**src/rtl/hiccup_seq.sv**
```systemverilog
module hiccup_seq #(
  parameter int NCH     = 2,
  parameter int FILT    = 2,
  parameter int STRIKES = 3
) (
  input  logic             clk,
  input  logic             rst_n,
  input  logic             supply_ok,
  input  logic             enable_ok,
  input  logic [NCH-1:0]   oc,
  input  logic             ov_trip,
  input  logic             in_window,
  input  logic             ss_below_hi,
  input  logic             ss_below_lo,
  input  logic [NCH-1:0]   drv_present,
  output logic             ss_charge,
  output logic             ss_discharge,
  output logic [2*NCH-1:0] pwm_mode,
  output logic             pwr_good,
  output logic             latched_off
);
  localparam int NIN = 2*NCH + 6;
  localparam int CW  = $clog2(FILT) + 1;
  localparam int SW  = $clog2(STRIKES + 1);
  localparam logic [1:0] M_HIZ = 2'b00, M_LOW = 2'b01, M_RUN = 2'b10;

  typedef enum logic [2:0] {S_POR, S_SOFT, S_RUN, S_WAIT, S_DRAIN, S_OCOFF, S_OVOFF} st_t;

  logic [NIN-1:0] raw, s1, s2, flt;
  assign raw = {drv_present, oc, supply_ok, enable_ok, ov_trip, in_window, ss_below_hi, ss_below_lo};

  always_ff @(posedge clk or negedge rst_n)
    if (!rst_n) begin
      s1 <= '0;
      s2 <= '0;
    end else begin
      s1 <= raw;
      s2 <= s1;
    end

  for (genvar i = 0; i < NIN; i++) begin : g_filt
    logic [CW-1:0] cnt;
    logic          f;
    always_ff @(posedge clk or negedge rst_n)
      if (!rst_n) begin
        cnt <= '0;
        f   <= 1'b0;
      end else if (s2[i] == f) begin
        cnt <= '0;
      end else if (cnt == CW'(FILT-1)) begin
        f   <= s2[i];
        cnt <= '0;
      end else begin
        cnt <= cnt + CW'(1);
      end
    assign flt[i] = f;
  end

  logic           f_blo, f_bhi, f_win, f_ov, por_ok;
  logic [NCH-1:0] f_oc, f_drv;
  assign f_blo  = flt[0];
  assign f_bhi  = flt[1];
  assign f_win  = flt[2];
  assign f_ov   = flt[3];
  assign por_ok = flt[4] & flt[5];
  assign f_oc   = flt[6 +: NCH];
  assign f_drv  = flt[6+NCH +: NCH];

  st_t            state;
  logic [SW-1:0]  strikes;
  logic [NCH-1:0] chan_en;

  always_ff @(posedge clk or negedge rst_n)
    if (!rst_n) begin
      state   <= S_POR;
      strikes <= '0;
      chan_en <= '0;
    end else if (!por_ok) begin
      state   <= S_POR;
      strikes <= '0;
    end else if (state == S_POR) begin
      chan_en <= f_drv;
      state   <= S_SOFT;
    end else if (state != S_OVOFF && f_ov) begin
      state <= S_OVOFF;
    end else begin
      case (state)
        S_SOFT, S_RUN:
          if (|(f_oc & chan_en)) begin
            strikes <= strikes + SW'(1);
            state   <= (strikes == SW'(STRIKES-1)) ? S_OCOFF : S_WAIT;
          end else if (state == S_SOFT && f_win) begin
            state <= S_RUN;
          end
        S_WAIT:  if (f_bhi) state <= S_DRAIN;
        S_DRAIN: if (f_blo) state <= S_SOFT;
        default: ;
      endcase
    end

  assign ss_charge    = (state == S_SOFT) || (state == S_RUN);
  assign ss_discharge = (state == S_POR) || (state == S_DRAIN) ||
                        (state == S_OCOFF) || (state == S_OVOFF);
  assign latched_off  = (state == S_OCOFF) || (state == S_OVOFF);
  assign pwr_good     = (state == S_RUN) && f_win;

  for (genvar c = 0; c < NCH; c++) begin : g_pwm
    assign pwm_mode[2*c +: 2] = (state == S_OVOFF)           ? M_LOW :
                                (ss_charge && chan_en[c])    ? M_RUN : M_HIZ;
  end
endmodule

```
**config.mk**
```make
export PLATFORM = sky130hd
export DESIGN_NAME = hiccup_seq
export DESIGN_NICKNAME = d
export VERILOG_FILES = /design/src/rtl/hiccup_seq.sv
export SDC_FILE = /design/constraint.sdc
export NUM_CORES = 1
export LEC_CHECK = 0
export CORE_MARGIN = 2
export CORE_UTILIZATION = 50
export CTS_BUF_LIST = sky130_fd_sc_hd__clkbuf_16
export CTS_CLUSTER_SIZE = 24
export DETAILED_ROUTE_END_ITERATION = 12
export DONT_BUFFER_PORTS = 1
export GPL_TIMING_DRIVEN = 0
export PLACE_DENSITY = 0.64
export SYNTH_ARGS = -nofsm -noshare
export SYNTH_HDL_FRONTEND = slang
export SYNTH_SLANG_ARGS = --single-unit
```
**constraint.sdc**
```tcl
create_clock -name clk -period 3.24 [get_ports clk]
set_input_delay 0 -clock clk [delete_from_list [all_inputs] [get_ports clk]]
set_output_delay 0 -clock clk [all_outputs]
set_load 0.02 [all_outputs]
```
After elaboration in Yosys (flattened, before gate mapping) --
Index checks and enable logic that the tools add are counted.
Word-level totals: memories kept 0, output and inout bits 8, latch bits 0, register bits after elaboration 57, ROM bits 0, bits in writable memories 0
Operators by class: bitwise gates (word level) 12, add/sub/neg operators 11, equal/unequal tests 36, order comparisons 0, multiply operators 0, shift-type cells 0, div/mod/pow operators 0, reduce and logical (&&, ||, !) cells 26, multiplexer cells 38
Operators with widths (number):
- 2-bit two-way mux | 29
- 3-bit two-way mux | 8
- 2-bit by 1-bit adder with 2-bit output (second input constant) | 11
- 2-bit AND reduction | 11
- 2-bit by 1-bit == test with 1-bit output (second input constant) | 10
- 1-bit == test | 10
- 5-bit != test (second input constant) | 2
- 1-bit inverter | 10
- 3-bit == test (second input constant) | 3
- 3-bit case mux with 3 select lines | 1
- 4-bit AND reduction | 2
- 3-bit by 2-bit == test with 1-bit output (second input constant) | 2
- 6-bit by 1-bit != test with 1-bit output (second input constant) | 1
- 6-bit != test (second input constant) | 1
- 1-bit logical AND | 5
- 1-bit logical OR | 5
- 2-bit by 1-bit != test with 1-bit output (second input constant) | 2
- 2-bit != test (second input constant) | 2
- 2-bit OR reduction | 2
- 3-bit by 1-bit == test with 1-bit output (second input constant) | 1
- 3-bit logical NOT | 1
- 3-bit != test (second input constant) | 1
- 2-bit AND | 1
- 2-bit == test (second input constant) | 1
- 1-bit AND | 1

Longest topological paths before layout --
depth after elaboration 8, mapped depth 5, gate-level depth less buffers 5

Least setup slack after synthesis --
Ideal clock, no wire load.
path type reg-to-reg, from reg state[0], to reg state[1], setup slack 1.885 ns, cell stages (with the launch flop) 5, library setup time 0.080 ns, required time 3.160 ns, arrival time 1.275 ns, path through dfrtp_1 > nor4b_1 > a31oi_1 > o221ai_1 > mux2i_1
On the way: word-level cells in the longest chain between the ends 6, elaborated cells on any way between the ends 18, those cells by class 9 x eq/ne; 4 x mux; 5 x reduce/logical
Ends and longest elaborated chain:
- start, declared | RTL line 69 | st_t state;
- start signal, assigned | RTL line 91 | state <= (strikes == SW'(STRIKES-1)) ? S_OCOFF : S_WAIT;
- 3-bit by 1-bit == test with 1-bit output / 3-bit by 2-bit == test with 1-bit output (equally long branches) | RTL line 87, 92
- 2-bit OR reduction | RTL line 87 | case (state)
- 3-bit case mux with 3 select lines | RTL line 87
- 3-bit two-way mux | RTL line 84 | end else if (state != S_OVOFF && f_ov) begin
- 3-bit two-way mux | RTL line 81 | end else if (state == S_POR) begin
- 3-bit two-way mux | RTL line 78 | end else if (!por_ok) begin
Parallel ways exist; a longest one is shown, timed or not. A chain may end at the register's enable or synchronous reset.

Final worst setup path --
from reg state[0], to out pwm_mode[3]
On the way: word-level cells in the longest chain between the ends 5, elaborated cells on any way between the ends 7, those cells by class 3 x eq/ne; 2 x mux; 2 x reduce/logical
Ends and longest elaborated chain:
- 3-bit by 1-bit == test with 1-bit output / 3-bit by 2-bit == test with 1-bit output (equally long branches) | RTL line 101 | assign ss_charge = (state == S_SOFT) || (state == S_RUN);
- 1-bit logical OR * | RTL line 101
- net ss_charge | RTL line 16 | output logic ss_charge,
- 1-bit logical AND * | RTL line 109 | (ss_charge && chan_en[c]) ? M_RUN : M_HIZ;
- 2-bit two-way mux * | RTL line 109
- 2-bit two-way mux * | RTL line 108 | assign pwm_mode[2*c +: 2] = (state == S_OVOFF) ? M_LOW :
- end, declared | RTL line 18 | output logic [2*NCH-1:0] pwm_mode,
Mark *: on every way through the listed nets, which the timed path passes. The rest lies on a longest branch.

==> results by group <==
Placed design
  – Gp weighted congestion: 0.8173
  – Hpwl dp: 2.378 mm
  – IO buf count: 0
  – Worst slack, placed: 1658 ps

Synthesis
  – Seq/Total Area, Yosys: 0.6507
  – Post-synthesis cell type count: 31
  – Synth Warn #: 0
  – Syn Inst Count: 167
  – Number of synthesized register bits: 57
  – Top_reg_cell synth: dfrtp_1
  – Syn avg cell area: 13.13 sq um
  – EDFF count, synth: 0
  – Post-Synthesis Net Count: 180
  – Async SR Flop Fraction: 1.000
  – Post-synthesis cell area: 2192 sq um

Pwr
  – Flop pwr share: 0.402
  – Int Power: 1.805 mW
  – Sw Share: 0.2828
  – Pwr/cell area: 932.3 nW/um^2
  – Pleak: 1.216 nW
  – NetSw: 711.6 uW
  – Final Total Pwr: 2.516 mW
  – Max rail drop VDD: 0.4509 mV
  – Clk pwr share: 0.374
  – Comb pwr share: 0.224

Die
  – Core Box Area: 4294 sq um
  – # IOs: 20
  – Initial Util: 0.5105
  – Die ar.: 4930 sq um
  – Site Rows: 24
  – Die Ht: 70.22 um
  – Die extent in x: 70.22 um

Cells and area
  – Inserted Diodes: 0
  – Final #Nets: 203
  – Share of cells above drive strength 1: 0.1641
  – Most common cell after layout, fill and taps aside: dfrtp_1
  – Post-layout util: 0.6285
  – Fillcell total: 341
  – Area grow syn2layout: 23.12%
  – Most frequent cells in the layout: dfrtp_1 (57), nor2_1 (17), xnor2_1 (12)

Clocking
  – Hold_buf cts: 12
  – CTS Buffer Depth: 2
  – TritonCTS Buffers: 9
  – Post-CTS Resized: 0
  – Root buffer cell: clkbuf_16
  – Post-CTS setup buffers: 0
  – Clk_lat worst skew: 320 ps
  – CTS tree: built
  – Clk sinks: 57
  – Clock Pin Slew Worst Setup and Hold Paths: 50 ps
  – # H-tree levels: 3

STA
  – Post-route setup TNS: 0 ps
  – RSZ-0062 raised after global routing: no
  – Max transition margin: 0.6659
  – Crit path time final: 1750 ps
  – Worst slew pin tran: 499.3 ps
  – Final setup fails: 0
  – Period utilization: 0.5401
  – Hold Vio Cnt, Final: 0
  – Peak Freq: 571.5 MHz
  – Pins over their slew limit: 0
  – Skew final: 5.439 ps
  – Final worst slack: 1490 ps

Route
  – DRT Pass-1 Iters: 4
  – Vias per Instance: 5.320
  – DRC Markers: 0
  – Drt wl/cell: 14.79 um
  – Routed Antenna Nets: 0
  – Via count: 1314
  – Drt total wl: 3.653 mm
  – DRT iter0 DRCs: 108

Global routing
  – GRT Total Usage: 0.1731
  – Vias in the first global route: 1346
  – Grt total ovfl: 0
  – First-pass GRT wire length: 6.361 mm
  – Largest net degree at the start of global routing: 58
  – Initial antenna violation count: 0

Flow run
  – Maximum capacitance violations: 0

Setup path
  – CP arrival: 1750 ps
  – Critical path capture point type: output port
  – Setup Crit Path Kind: reg2out
  – WP data required: 3240 ps
  – Worst setup SP type: flop
  – Critical path fanouts, max: 7

Hold path
  – Hold crit path type: in2async

Outcome
  – Status: finished, final reports clean
-- power groups by stage --
| stage | combinational (mW) | clock [mW] | sequential, mW |
|---|---|---|---|
| 2_1_floorplan | 0.453 | 0 | 0.982 |
| 3_3_place_gp | 0.512 | 0 | 1.01 |
| 3_5_place_dp | 0.535 | 0 | 1.02 |
| 4_1_cts | 0.571 | 0.962 | 1.01 |
| 5_1_grt | 0.630 | 1.00 | 1.04 |
| 6_report | 0.563 | 0.942 | 1.01 |
-- layout make-up --
type                       instances  area, sq um  area share
timing repair buffer              12        137.6     0.05100
clock buffer                       9        225.2     0.08345
clock inverter                     7        78.83     0.02921
multi-input combinational        100        719.4      0.2666
inverter                           5        18.77    0.006954
tap                               52        65.06     0.02411
sequential                        57         1426      0.5285
buffer                             5        27.53     0.01020
-- state kept, by name, indices dropped and copies added (netlist names) --
name	count
f_win	1
s1	10
f_ov	1
chan_en	2
g_filt.cnt	20
f_blo	1
s2	10
state	3
strikes	2
f_bhi	1
g_filt.f	6
-- critical path, stage by stage, from the launching register on --
cell and delay (ps):
dfrtp_1 440, xnor2_1 230, nor2_1 430, and2_1 330
-- cell families after synthesis --
family / after synthesis / share of synthesized area
multiplexers: 14 / 0.07021
flip-flops: 57 / 0.6507
adder cells (fa/ha/maj): 1 / 0.005707
AND/OR/NAND/NOR: 51 / 0.1353
buffers and inverters: 10 / 0.02112
AO/OA/AOI/OAI: 22 / 0.06907
XOR/XNOR: 12 / 0.04794
-- through the flow --
stage | area [sq um] | hold WS [ps] | cells
6_report | 2699 | 209.3 | 247
5_1_grt | 2699 | 236.0 | 247
4_1_cts | 2699 | 215.1 | 247
3_5_place_dp | 2257 | -294.2 | 219
3_3_place_gp | 2257 | -294.4 | 219
2_1_floorplan | 2192 | -295.6 | 167
-- path summary, 6_finish.rpt --
path	start	end	slack (ps)	cells after the start
max	state[0]	pwm_mode[3]	1490	3
min	rst_n	g_filt[5].cnt[1]	210	2
max reg2reg	state[1]	state[2]	1660	4
min reg2reg	s1[3]	s2[3]	340	0
max in group asynchronous	rst_n	g_filt[9].f	2800	2
min in group clk	drv_present[0]	s1[8]	240	1
-- routing by layer --
| metal | vias up | wire length [um] | global-route usage |
|---|---|---|---|
| met5 | - | 0 | 0 |
| met4 | 0 | 72 | 0.1218 |
| met3 | 8 | 211 | 0.04762 |
| met2 | 40 | 1755 | 0.2466 |
| met1 | 648 | 1613 | 0.2285 |
| li1 | 618 | - | - |
-- cell usage after synthesis (all sizes together), types with 2 or more instances --
cell type  instances  share of area
mux2              11          0.057
dfrtp             57           0.65
and2              11          0.031
xnor2             12          0.048
a31oi              2         0.0057
and3b              2         0.0080
inv                5         0.0086
buf                5          0.013
nor2b              9          0.026
and3               2         0.0057
nand3              2         0.0046
o21ai              3         0.0068
a21oi              5          0.011
nand2b             2         0.0057
nor4b              2          0.015
mux2i              3          0.014
o211ai             4          0.014
a31o               3          0.012
nor2              17          0.029
Power figures use the tool's default switching activity.
